[config.mk]
export PLATFORM = sky130hd
export DESIGN_NAME = alu5_core
export DESIGN_NICKNAME = d
export VERILOG_FILES = /design/src/rtl/alu5_pkg.sv /design/src/rtl/alu5_ripple_add.sv /design/src/rtl/alu5_smul.sv /design/src/rtl/alu5_logic_unit.sv /design/src/rtl/alu5_core.sv
export SDC_FILE = /design/constraint.sdc
export NUM_CORES = 1
export LEC_CHECK = 0
export ABC_CLOCK_PERIOD_IN_PS = 2500
export CORE_MARGIN = 4
export CORE_UTILIZATION = 60
export CTS_BUF_LIST = sky130_fd_sc_hd__clkbuf_2 sky130_fd_sc_hd__clkbuf_4 sky130_fd_sc_hd__clkbuf_8
export CTS_CLUSTER_DIAMETER = 150
export CTS_CLUSTER_SIZE = 24
export DETAILED_ROUTE_END_ITERATION = 8
export GPL_ROUTABILITY_DRIVEN = 0
export PLACE_DENSITY = 0.91
export RECOVER_POWER = 50
export SYNTH_ARGS = -nofsm -noshare
export SYNTH_HDL_FRONTEND = slang
export SYNTH_SLANG_ARGS = --single-unit
[constraint.sdc]
create_clock -name clk -period 2.5 [get_ports clk]
set_clock_uncertainty 0.05 [all_clocks]
set_input_delay 0.5 -clock clk [delete_from_list [all_inputs] [get_ports clk]]
set_output_delay 0.5 -clock clk [all_outputs]
set_load 0.005 [all_outputs]
[src/rtl/alu5_pkg.sv]
package alu5_pkg;
    localparam int DATA_W = 16;
    localparam int MUL_W  = 8;
    localparam int OP_W   = 3;

    typedef enum logic [OP_W-1:0] {
        OP_AND = 3'b000,
        OP_OR  = 3'b001,
        OP_XOR = 3'b010,
        OP_ADD = 3'b011,
        OP_MUL = 3'b100
    } op_e;

    typedef enum logic [1:0] {
        S_IDLE  = 2'b00,
        S_LOGIC = 2'b01,
        S_ARITH = 2'b10
    } res_state_e;
endpackage

[src/rtl/alu5_ripple_add.sv]
module alu5_ripple_add #(
    parameter int WIDTH = 16
) (
    input  logic [WIDTH-1:0] a,
    input  logic [WIDTH-1:0] b,
    output logic [WIDTH-1:0] sum
);
    // Carry chain; the final carry is not used by the block.
    logic [WIDTH-1:0] carry;

    for (genvar i = 0; i < WIDTH; i++) begin : g_bit
        if (i == 0) begin : g_lsb
            assign sum[i]   = a[i] ^ b[i];
            assign carry[i] = a[i] & b[i];
        end else begin : g_mid
            assign sum[i]   = a[i] ^ b[i] ^ carry[i-1];
            assign carry[i] = (a[i] & b[i]) | (carry[i-1] & (a[i] ^ b[i]));
        end
    end

    logic unused_carry;
    assign unused_carry = carry[WIDTH-1];
endmodule

[src/rtl/alu5_smul.sv]
module alu5_smul #(
    parameter int IN_W = 8
) (
    input  logic [IN_W-1:0]   a,
    input  logic [IN_W-1:0]   b,
    output logic [2*IN_W-1:0] prod
);
    localparam int OUT_W = 2 * IN_W;

    // Sign-extend both factors to the product width. The shift-add sum,
    // truncated to OUT_W, then equals the signed product.
    logic [OUT_W-1:0] a_ext;
    logic [OUT_W-1:0] b_ext;
    assign a_ext = {{IN_W{a[IN_W-1]}}, a};
    assign b_ext = {{IN_W{b[IN_W-1]}}, b};

    logic [OUT_W-1:0] acc [OUT_W+1];
    assign acc[0] = '0;

    for (genvar r = 0; r < OUT_W; r++) begin : g_row
        logic [OUT_W-1:0] pp;
        assign pp       = b_ext[r] ? (a_ext << r) : '0;
        assign acc[r+1] = acc[r] + pp;
    end

    assign prod = acc[OUT_W];
endmodule

[src/rtl/alu5_logic_unit.sv]
module alu5_logic_unit #(
    parameter int WIDTH = 16
) (
    input  logic             clk,
    input  logic             rst_n,
    input  logic             load_en,
    input  logic [1:0]       func,
    input  logic [WIDTH-1:0] a,
    input  logic [WIDTH-1:0] b,
    output logic [WIDTH-1:0] opa_q,
    output logic [WIDTH-1:0] opb_q,
    output logic [WIDTH-1:0] y
);
    logic [1:0] func_q;

    // Clock-enabled operand register: it loads only on a bitwise issue.
    always_ff @(posedge clk or negedge rst_n) begin
        if (!rst_n) begin
            opa_q  <= '0;
            opb_q  <= '0;
            func_q <= '0;
        end else if (load_en) begin
            opa_q  <= a;
            opb_q  <= b;
            func_q <= func;
        end
    end

    always_comb begin
        unique case (func_q)
            2'b00:   y = opa_q & opb_q;
            2'b01:   y = opa_q | opb_q;
            2'b10:   y = opa_q ^ opb_q;
            default: y = '0;
        endcase
    end
endmodule

[src/rtl/alu5_core.sv]
module alu5_core
    import alu5_pkg::*;
(
    input  logic              clk,
    input  logic              rst_n,
    input  logic              in_valid,
    input  logic [OP_W-1:0]   op_code,
    input  logic [DATA_W-1:0] opnd_a,
    input  logic [DATA_W-1:0] opnd_b,
    output logic [DATA_W-1:0] res_data,
    output logic              res_valid
);
    localparam int PROD_W = 2 * MUL_W;

    res_state_e state_q, state_d;

    logic issue_logic, issue_arith;
    logic [DATA_W-1:0] sum_w;
    logic [PROD_W-1:0] prod_w;
    logic [DATA_W-1:0] arith_q;
    logic [DATA_W-1:0] logic_y;
    logic [DATA_W-1:0] lu_opa_q, lu_opb_q;

    assign issue_logic = in_valid && (op_code == OP_AND || op_code == OP_OR || op_code == OP_XOR);
    assign issue_arith = in_valid && (op_code == OP_ADD || op_code == OP_MUL);

    alu5_ripple_add #(.WIDTH(DATA_W)) u_add (
        .a   (opnd_a),
        .b   (opnd_b),
        .sum (sum_w)
    );

    alu5_smul #(.IN_W(MUL_W)) u_mul (
        .a    (opnd_a[MUL_W-1:0]),
        .b    (opnd_b[MUL_W-1:0]),
        .prod (prod_w)
    );

    alu5_logic_unit #(.WIDTH(DATA_W)) u_logic (
        .clk     (clk),
        .rst_n   (rst_n),
        .load_en (issue_logic),
        .func    (op_code[1:0]),
        .a       (opnd_a),
        .b       (opnd_b),
        .opa_q   (lu_opa_q),
        .opb_q   (lu_opb_q),
        .y       (logic_y)
    );

    // Arithmetic result register, loaded only on an arithmetic issue.
    always_ff @(posedge clk or negedge rst_n) begin
        if (!rst_n) begin
            arith_q <= '0;
        end else if (issue_arith) begin
            arith_q <= (op_code == OP_ADD) ? sum_w : DATA_W'(prod_w);
        end
    end

    // Next-state selection.
    always_comb begin
        if (issue_logic)      state_d = S_LOGIC;
        else if (issue_arith) state_d = S_ARITH;
        else                  state_d = S_IDLE;
    end

    // State register.
    always_ff @(posedge clk or negedge rst_n) begin
        if (!rst_n) state_q <= S_IDLE;
        else        state_q <= state_d;
    end

    // Output multiplexer, driven by the state.
    always_comb begin
        unique case (state_q)
            S_LOGIC: begin
                res_valid = 1'b1;
                res_data  = logic_y;
            end
            S_ARITH: begin
                res_valid = 1'b1;
                res_data  = arith_q;
            end
            default: begin
                res_valid = 1'b0;
                res_data  = '0;
            end
        endcase
    end
endmodule

==> run summary <==
Run status: complete, but fails checks
Failing checks: setup timing
Post-synthesis async set-or-reset flop share: 1.00
Critical Path Source Type: input port
RSZ-0062 raised after global routing: true
Post-synthesis cell count: 691
Post-synth EDFFs: 0
CP bufs+invs: 3
Final setup viols: 17
CP most frequent cell: fa_2
CTS Buf Count: 5
Gr usage total: 0.313
Vias in the first global route: 6297
Area Growth Syn to Fin: 27.9%
# fillers: 504
Slowest cell on crit path: fa_2
Clock Latency Late Sink: 320 ps
IO Port Bufs: 54
Dpl cells: 913
Total Neg Setup Slack: -27600 ps
Period utilisation layout: 2.46
Setup WS post-layout: -3660 ps
TritonRoute pass-1 iters: 7
Die X: 113 um
Clock sinks: 52
Final Max Tran Viols: 0
Antenna violations before repair: 0
Mapped Nets: 901
Crit-path max cell delay: 410 ps
CTS tree: yes
Flops & latches, synth: 52
Post-DR vias/cell: 6.59
Yosys top cell area share: 0.281
Yosys warns: 0
Leading area contributor after synthesis: fa_1
Peak VDD IR: 0.000937 V
DRT iter0 DRCs: 1071
Vias: 6232
DP Worst Slack: -4230 ps
Met1 wire length: 7.43 mm
Global-route wire length before repair: 31.5 mm
Max Buffers Root-to-Sink: 2
CP Capture Type: register
Die Area: 0.0127 mm2
IO Pins: 55
CP Cell Sequence: dlygate4sd2_1 -> fa_2 -> fa_2 -> fa_2 -> fa_2 -> fa_2 -> fa_2 -> fa_2 -> fa_2 -> fa_2 -> fa_2 -> fa_2 -> inv_2 -> fa_2 -> inv_2 -> fa_2 -> fa_2 -> xnor2_1 -> and3_1 -> a21oi_2 -> o31ai_2
Met3 wire length: 2.64 mm
CTS Root Cell: clkbuf_8
Cell family with the largest share of critical-path delay: adder cells
Top sig layer: met4
N_diodes: 0
Antenna viol nets, final: 0
Top_reg_cell synth: dfrtp_1
Final min period: 6160 ps
Met2 wire len: 11.3 mm
Core Area: 0.0105 mm2
Post-layout instance count excluding filler cells: 946
Final Instance Area: 0.00839 mm2
Relative slew slack: 0.114
Hold WC Path Type: in2async
Leak Pwr: 4.07 nW
Netlist cell types: 35
WL final: 23.6 mm
Fmax: 162 MHz
Max cap viols: 0
Worst Setup Path Type: in2reg
Clock Pin Slew Worst Setup and Hold Paths: 120 ps
DRC Markers: 0
Final global-route overflow total: 0
Mapped Area: 0.00656 mm2
Syn Area/Cell: 9.49 um2
Worst-margin pin slew: 1330 ps
Worst Path Required: 2670 ps
Clock H-tree levels: 2
HPWL Detailed: 13.5 mm
Placed cell area: 0.00783 mm2
Crit path DAT: 6330 ps
Largest net degree at the start of global routing: 62
Seq/Total Area, Yosys: 0.198
Nets: 1019
Wirelength per Cell: 24.9 um
Core Rows: 37
Power Dens Cells: 1070 mW/mm2
Die H: 113 um
Top post-synthesis cells by area: fa_1, dfrtp_1, ha_1
Hold Vio Cnt, Final: 0
CP Max Fanout: 2
Share of layout cells above drive strength 1: 0.240
Initial Util: 0.627
-- power by group --
group / internal (mW) / total (mW) / leakage, nW / switching [mW]
Combinational: 3.36 / 7.20 / 3.38 / 3.84
Clock: 0.207 / 0.554 / 0.0463 / 0.346
Sequential: 1.04 / 1.20 / 0.644 / 0.162
-- cells by family (layout without fill, tap and decap cells) --
family / Yosys count / in the layout / synth area share
xor+xnor: 29 / 29 / 0.0469
flops: 52 / 52 / 0.198
fa+ha+maj: 172 / 172 / 0.433
mux: 22 / 22 / 0.0340
compound gates: 103 / 103 / 0.0878
buf+inv: 145 / 264 / 0.0830
simple gates: 168 / 168 / 0.117
-- metrics by stage --
stage / utilization / hold WS, ps / power, mW
after floorplan: - / 154 / 5.22
after CTS: 0.774 / 277 / 7.83
after detailed placement: 0.748 / 430 / 6.95
final: 0.802 / 484 / 8.95
after global routing: 0.802 / 517 / 9.48
after global placement: 0.748 / 421 / 6.57
-- layout by cell type, fill, tap and decap left out, types with 3 or more instances in the layout --
| master | n |
|---|---|
| buf_2 | 3 |
| ha_1 | 65 |
| inv_1 | 110 |
| and2_1 | 26 |
| and2_4 | 12 |
| buf_6 | 16 |
| clkdlybuf4s15_1 | 3 |
| fa_1 | 72 |
| and2_2 | 3 |
| a21oi_1 | 4 |
| o21ai_0 | 16 |
| o21ai_1 | 48 |
| fa_2 | 20 |
| mux2i_1 | 18 |
| dlygate4sd2_1 | 16 |
| o21ai_2 | 6 |
| xnor2_1 | 20 |
| dfrtp_1 | 51 |
| nor2_1 | 29 |
| inv_2 | 7 |
| xor2_1 | 4 |
| buf_4 | 59 |
| ha_4 | 14 |
| a21oi_2 | 5 |
| buf_12 | 7 |
| clkbuf_8 | 5 |
| clkdlybuf4s50_1 | 21 |
| clkbuf_2 | 9 |
| nand2_2 | 3 |
| a22oi_1 | 14 |
| nand2_1 | 84 |
-- synth_stat cells (3+ instances only) --
library cell / n
inv_1: 115
nand2_1: 87
buf_1: 3
xnor2_1: 21
dfrtp_1: 52
ha_1: 80
o21ai_1: 43
clkbuf_1: 25
a22oi_1: 16
nor2_1: 30
and2_2: 4
mux2i_1: 20
and2_1: 36
xor2_1: 4
o21ai_0: 27
fa_1: 92
a21oi_1: 11
-- worst paths after layout --
kind                                    from                end  slack, ps  depth (start not counted)
setup / recovery                   opnd_b[1]        arith_q[15]      -3660                         21
hold / removal                         rst_n   u_logic.opb_q[9]        480                          2
setup reg to reg           u_logic.func_q[0]  u_logic.func_q[0]       1280                          4
hold reg to reg                  arith_q[11]        arith_q[11]        500                          2
max in group asynchronous              rst_n  u_logic.func_q[0]       1040                          2
min in group clk                 arith_q[11]        arith_q[11]        500                          2
-- worst register-to-register path: stages, from the launching register on --
cell     delay [ps]
dfrtp_2         480
buf_12          150
buf_4           160
nor2_1          180
nor2_1           90
-- metal layers --
layer | vias up | GRT usage
li1 | 2391 | -
met5 | - | 0
met4 | 0 | 0.174
met1 | 2928 | 0.355
met3 | 236 | 0.0491
met2 | 677 | 0.561
-- what timing repair did --
item	4_1_cts	5_1_grt
endpoints found under the hold margin	0	0
endpoints found under the setup margin	30	18
hold buffers	0	0
gates resized for setup	80	54
buffers inserted	5	17
cloned	3	0
pin swaps	6	29
-- sequential cells by signal, summed over array words and instances, names as in the netlist --
name and count:
arith_q 16, state_q 2, u_logic.opa_q 16, u_logic.func_q 2, u_logic.opb_q 16
-- layout make-up --
type | count | area [um2] | area share
clock buffer | 5 | 68.8 | 0.00820
clock inverter | 3 | 27.5 | 0.00328
inverter | 117 | 439 | 0.0523
multi-input combinational | 494 | 5090 | 0.607
sequential | 52 | 1300 | 0.155
tap | 136 | 170 | 0.0203
timing repair buffer | 139 | 1290 | 0.154
(Power assumes the default switching activity.)
